<file path="src/rtl/acs_pkg.sv">
package acs_pkg;
   // Three-phase life of one stop mechanism
   typedef enum logic [1:0] {
      ST_IDLE = 2'd0,
      ST_PEND = 2'd1,
      ST_HALT = 2'd2
   } stop_state_e;
endpackage

</file>
<file path="src/rtl/acs_match.sv">
module acs_match #(
   parameter int ADDR_W   = 16,
   parameter bit SYNC_REG = 1'b1
) (
   input  logic              clk,
   input  logic              rst_n,
   input  logic              sel_ctrl,
   input  logic [ADDR_W-1:0] sw_addr,
   input  logic [ADDR_W-1:0] sar,
   input  logic              acc_vld,
   input  logic              acc_ctrl,
   output logic              hit_main,
   output logic              hit_ctrl,
   output logic              sync_pulse
);
   logic hit;

   assign hit      = acc_vld && (acc_ctrl == sel_ctrl) && (sar == sw_addr);
   assign hit_main = hit && !acc_ctrl;
   assign hit_ctrl = hit && acc_ctrl;

   generate
      if (SYNC_REG) begin : g_sync_ff
         logic sync_q;
         always_ff @(posedge clk or negedge rst_n) begin
            if (!rst_n) sync_q <= 1'b0;
            else        sync_q <= hit;
         end
         assign sync_pulse = sync_q;
      end else begin : g_sync_comb
         assign sync_pulse = hit;
      end
   endgenerate
endmodule

</file>
<file path="src/rtl/acs_stop_fsm.sv">
module acs_stop_fsm
   import acs_pkg::*;
#(
   parameter bit HALT_LEVEL = 1'b1
) (
   input  logic clk,
   input  logic rst_n,
   input  logic arm,
   input  logic boundary,
   input  logic release_key,
   output logic halt_out
);
   stop_state_e state_q, state_d;

   always_comb begin
      state_d = state_q;
      unique case (state_q)
         ST_IDLE: if (arm)         state_d = boundary ? ST_HALT : ST_PEND;
         ST_PEND: if (boundary)    state_d = ST_HALT;
         ST_HALT: if (release_key) state_d = ST_IDLE;
         default:                  state_d = ST_IDLE;
      endcase
   end

   always_ff @(posedge clk or negedge rst_n) begin
      if (!rst_n) state_q <= ST_IDLE;
      else        state_q <= state_d;
   end

   assign halt_out = (state_q == ST_HALT) ? HALT_LEVEL : ~HALT_LEVEL;
endmodule

</file>
<file path="src/rtl/addr_cmp_stop.sv">
module addr_cmp_stop #(
   parameter int ADDR_W   = 16,
   parameter bit SYNC_REG = 1'b1
) (
   input  logic              clk,
   input  logic              rst_n,
   input  logic              mode_stop,
   input  logic              sel_ctrl,
   input  logic [ADDR_W-1:0] sw_addr,
   input  logic [ADDR_W-1:0] sar,
   input  logic              acc_vld,
   input  logic              acc_ctrl,
   input  logic              instr_done,
   input  logic              uinst_done,
   input  logic              io_active,
   input  logic              start_key,
   input  logic              ce_start_key,
   output logic              sync_pulse,
   output logic              stop_loop_req,
   output logic              clk_en,
   output logic              stop_light
);
   generate
      if (ADDR_W < 1) begin : g_bad_width
         $error("addr_cmp_stop: ADDR_W must be at least 1");
      end
   endgenerate

   logic hit_main, hit_ctrl;
   logic arm_main, arm_ctrl;

   acs_match #(.ADDR_W(ADDR_W), .SYNC_REG(SYNC_REG)) i_match (
      .clk(clk), .rst_n(rst_n), .sel_ctrl(sel_ctrl), .sw_addr(sw_addr),
      .sar(sar), .acc_vld(acc_vld), .acc_ctrl(acc_ctrl),
      .hit_main(hit_main), .hit_ctrl(hit_ctrl), .sync_pulse(sync_pulse)
   );

   assign arm_main = mode_stop && hit_main;
   assign arm_ctrl = mode_stop && hit_ctrl && !io_active;

   // Main storage: stop at the system instruction boundary
   acs_stop_fsm #(.HALT_LEVEL(1'b1)) i_main_stop (
      .clk(clk), .rst_n(rst_n), .arm(arm_main), .boundary(instr_done),
      .release_key(start_key), .halt_out(stop_loop_req)
   );

   // Control storage: gate the clock after the matched microinstruction
   acs_stop_fsm #(.HALT_LEVEL(1'b0)) i_ctrl_stop (
      .clk(clk), .rst_n(rst_n), .arm(arm_ctrl), .boundary(uinst_done),
      .release_key(ce_start_key), .halt_out(clk_en)
   );

   assign stop_light = stop_loop_req;
endmodule

</file>
<file path="config.mk">
export PLATFORM = sky130hd
export DESIGN_NAME = addr_cmp_stop
export DESIGN_NICKNAME = d
export VERILOG_FILES = /design/src/rtl/acs_pkg.sv /design/src/rtl/acs_match.sv /design/src/rtl/acs_stop_fsm.sv /design/src/rtl/addr_cmp_stop.sv
export SDC_FILE = /design/constraint.sdc
export NUM_CORES = 1
export LEC_CHECK = 0
export ABC_CLOCK_PERIOD_IN_PS = 1100
export BUFFER_PORTS_ARGS = -buffer_cell sky130_fd_sc_hd__buf_4
export CELL_PAD_IN_SITES_DETAIL_PLACEMENT = 1
export CELL_PAD_IN_SITES_GLOBAL_PLACEMENT = 1
export CORE_MARGIN = 4
export CORE_UTILIZATION = 21
export CTS_CLUSTER_SIZE = 30
export DETAILED_ROUTE_END_ITERATION = 8
export GPL_ROUTABILITY_DRIVEN = 0
export PLACE_DENSITY_LB_ADDON = 0.1
export SYNTH_ARGS = -nofsm -noshare
export SYNTH_HDL_FRONTEND = slang
export SYNTH_SLANG_ARGS = --single-unit
</file>
<file path="constraint.sdc">
create_clock -name clk -period 1.1 [get_ports clk]
set_input_delay 0.11 -clock clk [delete_from_list [all_inputs] [get_ports clk]]
set_output_delay 0.11 -clock clk [all_outputs]
set_load 0.1 [all_outputs]
</file>
Word level (Yosys, flattened, before mapping)
Cells that the tools add are included.
{"block": "totals", "reg_bits": 5, "word_cells": 40, "output_inout_bits": 4, "in_bits": 43}
{"block": "op_classes", "muxes": 12, "eq_ne": 12, "reduce_logical": 13}
{"cell": "$eq 16x16->1", "count": 1}
{"cell": "$mux 2", "count": 8}
{"cell": "$ne 2x2->1 const B", "count": 6}
{"cell": "$pmux 2 s3", "count": 2}
{"cell": "$logic_and 1x1->1", "count": 7}
{"cell": "$reduce_and 3->1", "count": 2}
{"cell": "$eq 2x1->1 const B", "count": 2}
{"cell": "$eq 2x2->1 const B", "count": 2}
{"cell": "$logic_not 2->1", "count": 2}
{"cell": "$logic_not 1->1", "count": 2}
{"cell": "$mux 1", "count": 2}
{"cell": "$eq 1x1->1", "count": 1}

Logic depth before layout (Yosys ltp)
{"block": "logic_depth", "ltp_word": 8, "depth_mapped": 4, "mapped_depth_nobuf": 4}

Modules after synthesis
From an unflattened synthesis, not the netlist that was laid out.
{"block": "hier_totals", "cells_unflattened": 46, "hier_area_um2": 425.4}
{"module": "acs_match", "area_each_um2": 226.5, "n_inst": 1, "cells_each": 28}
{"module": "acs_stop_fsm at i_main_stop", "area_each_um2": 91.3, "n_inst": 1, "cells_each": 8}
{"module": "acs_stop_fsm at i_ctrl_stop", "area_each_um2": 85.1, "n_inst": 1, "cells_each": 7}
{"module": "addr_cmp_stop", "area_each_um2": 22.5, "n_inst": 1, "cells_each": 3}

Least setup slack after synthesis
Ideal clock, no wire load.
{"block": "synth_timing", "path_kind": "register -> output", "from": "reg i_main_stop.state_q[0]", "to": "out stop_loop_req", "t_required_ps": 990, "path_buffers": 1, "path_stages_with_launch": 3, "arrival_ps": 2282, "setup_slack_ps": -1292, "cell_sequence": "dfrtp_1 > nor2b_1 > buf_4"}
{"block": "synth_via", "elab_chain_len": 2}
{"item": "start, declared", "line": "acs_stop_fsm.sv:13", "rtl": "stop_state_e state_q, state_d;"}
{"item": "start signal, assigned", "line": "acs_stop_fsm.sv:27", "rtl": "else state_q <= state_d;"}
{"item": "$eq 2x2->1", "line": "acs_stop_fsm.sv:30", "rtl": "assign halt_out = (state_q == ST_HALT) ? HALT_LEVEL : ~HALT_LEVEL;"}
{"item": "$mux 1", "line": "acs_stop_fsm.sv:30"}
{"item": "end, declared", "line": "addr_cmp_stop.sv:19", "rtl": "output logic stop_loop_req,"}
Every way passes these cells.

Worst setup path after layout
{"block": "layout_timing", "from": "reg i_main_stop.state_q[0]", "to": "out stop_light"}
{"block": "layout_via", "elab_chain_len": 2}
{"item": "$eq 2x2->1", "line": "acs_stop_fsm.sv:30"}
{"item": "$mux 1", "line": "acs_stop_fsm.sv:30"}
{"item": "end, declared", "line": "addr_cmp_stop.sv:21", "rtl": "output logic stop_light"}
Every way passes these cells.

==> metrics list <==
- Across the run, the number of max-cap violations was 0.
- TritonCTS created 3 clock buffers.
- Of the available clock period, the critical path in the final layout requires 103.3%.
- Internal: 477.5 uW
* Total vias in the final route: 607
* Aggregate routed wire length: 1.465 mm
- Yosys instantiated no cell more often than xor2_1.
- Share of the yosys chip area belonging to registers: 27.25%
- Sequential group share of total power: 29.8%
* Number of nets in the synthesized netlist: 98
- Post-synthesis async set-or-reset flop share: 100.0%
* Buffers from clock root to sink, at most: 2
* Final count of negative-setup-slack endpoints: 2
* Buffers added on ports: 46
- Share of cells above drive strength 1: 61.47%
* Setup repair after global routing missed its margin: true
- Number of sinks driven by the clock tree: 5
- Clock latency on the worst-skew pair, taken at its later pin, is 0.23 ns.
- The worst hold path begins at instr_done.
- Startpoint-to-endpoint class of the critical path: flip-flop to output pin
* First DRT Iteration DRCs: 3
* Post-Place Worst Slack: -0.2539 ns
- After global routing the overflow that remains totals 0.
- CTS clk-pin slew, worst paths: 0.04 ns
- Post-synth EDFFs: 0
* Final hold slack: 0.1686 ns
* Clk_skew: 0.00002512 ns
* Max Fclk: 879.8 MHz
* Layout overhead on the synthesized area: 125.6%
- Vias in the first global route: 641
- The initial antenna violation count came to 0.
- Detailed placement HPWL: 1.354 mm
- The worst setup path is launched from a flip-flop.
- The first detailed-routing pass took 4 iterations.
- Flop and latch count out of synthesis: 5
- Along the worst path, the maximum fanout reaches 3.
* Number of hold-slack violations in the final timing report: 0
* Cell type contributing the most total cell area after synthesis: dfrtp_1
* Reg-to-reg critical path startpoint: i_ctrl_stop.state_q[1]
* Critical Path End Type: output pin
- After detailed routing, the number of vias per cell comes to 4.463.
* Failing checks: setup timing
* Critical Path Start: i_main_stop.state_q[0]
- In this run switching power makes up 23.07% of total power.
- Cell at the root of the clock tree: clkbuf_4
- TritonCTS built the clock tree.
- For this run, the total global-route usage over all layers was measured as 10.94%.
* Final min period: 1.137 ns
- Y dimension of the die: 54.76 um
* Outcome: finished with violations
* Net total in the final layout: 153
* Final TNS setup: -0.07138 ns
* Clock power frac: 33.4%
* Max Transition Viols Final: 0
- Crit path arrival time: 1.03 ns
* Max_slew headroom: 80.58%
- Summed over all nets, the switching power comes to 143.2 uW.
* Count of unresolved DRC violations after routing: 0
* Top flip-flop cell by instance count after synthesis: dfrtp_1
* IR Drop Worst-Case VDD: 0.0002766 V
- In this run the worst hold path is classified as primary input to flip-flop.
- Pin slew with the least headroom to its limit: 0.2913 ns
* Row Count: 16
- H-tree level count: 1
* Placeable core region: 2022 um^2
- Distinct cells, synth: 22
- Post-Syn Area per Cell: 8.349 um^2
- Once the floorplan was initialized, standard cells occupied 22.71% of the core.
- Post-route antenna net violation count: 0
- P_leak: 0.0004948 uW
- Number of primary I/O pins: 47
- Fraction of power consumed by combinational cells: 36.9%
- After technology mapping, the gate count stands at 55.
- Warning count from the yosys run: 0
* Horizontal die dimension: 54.76 um
* Global-route wire length before repair: 2.387 mm
- Once routing completed, OpenROAD measured the worst setup slack at -0.03662 ns.
* Power density over the cells: 599.1 nW/um^2
- The die covers 2999 um^2.
* Maximum number of pins on one net before global-route repair: 6
* Final routed wire length divided by cell count: 10.77 um
- Mapped Area: 459.2 um^2
- Summing internal, switching and leakage power gives 620.6 uW.
- Summed over its instances, the top area cell type makes up 27.25% of the synthesized netlist area.
- The commonest cells after synthesis are xor2_1, dfrtp_1, inv_1, nand2_1, xnor2_1.
* Cell types with the largest area share after synthesis: dfrtp_1, xor2_1, xnor2_1
- Required time worst endpoint: 0.99 ns
* Antenna diode count: 0
==> worst max-delay path: stages (launching register included) <==
cell and delay [ns]:
dfrtp_1 0.40, nor2b_4 0.19, buf_12 0.19
==> state kept, by name, summed over array words and instances (netlist names) <==
| register | cells |
|---|---|
| i_main_stop.state_q | 2 |
| i_match.sync_pulse | 1 |
| i_ctrl_stop.state_q | 2 |
==> layout by cell type, fill, tap and decap left out, types with 2 or more instances in the layout <==
master,instances
nand2_1,5
nand3b_1,2
xnor2_2,5
xor2_1,8
nor2_1,3
buf_6,5
o31ai_2,3
dfrtp_1,5
buf_12,3
clkbuf_4,3
buf_4,42
nand3_1,2
inv_1,5
==> path summary, 6_finish.rpt <==
path                                     endpoint  slack (ns)  depth (start not counted)
setup / recovery                       stop_light       -0.04                          2
hold / removal             i_main_stop.state_q[0]        0.17                          4
setup reg to reg           i_ctrl_stop.state_q[0]        0.09                          3
hold reg to reg            i_main_stop.state_q[0]        0.59                          3
max in group asynchronous      i_match.sync_pulse        0.78                          2
min in group asynchronous  i_main_stop.state_q[1]        0.21                          2
==> routing by layer <==
metal  global-route usage, %  vias up  share of wire (%)
met5                       0        -                  0
met4                   6.224        0               0.82
met3                   3.542        2                 14
met2                   19.69       28                 54
met1                   10.82      276                 32
li1                        -      301                  -
==> final cells by class <==
type | count | area (um^2)
well taps | 27 | 33.78
clock buffers | 4 | 26.28
multi-input cells | 44 | 390.4
inverters | 5 | 18.77
repair buffers | 51 | 441.7
flip-flops and latches | 5 | 125.1
fillers | 249 | 985.9
==> through the flow <==
stage / cells / util, % / cell area (um^2)
6_report: 136 / 51.24 / 1036
5_1_grt: 136 / 51.24 / 1036
4_1_cts: 136 / 47.22 / 954.7
3_5_place_dp: 128 / 41.96 / 848.3
3_3_place_gp: 128 / 41.96 / 848.3
2_1_floorplan: 55 / - / 481.7
==> what timing repair did <==
action	4_1_cts	5_1_grt
gates cloned	0	0
resized for setup	11	15
endpoints found under the setup margin	6	7
hold buffers	1	0
endpoints found under the hold margin	5	0
pin swaps	1	7
buffers inserted	3	0
==> power by group through the flow <==
stage	sequential [uW]	combinational, uW	clock, uW
after global placement	187	200	0
after detailed placement	187	205	0
after global routing	184	252	228
after floorplan	187	63.8	0
final	185	229	207
after CTS	185	209	217
==> kinds of logic after synthesis <==
family          synth area share (%)
buf+inv                        5.723
simple gates                   24.52
compound gates                 14.17
flops                          27.25
xor+xnor                       28.34
Power figures use the tool's default switching activity.
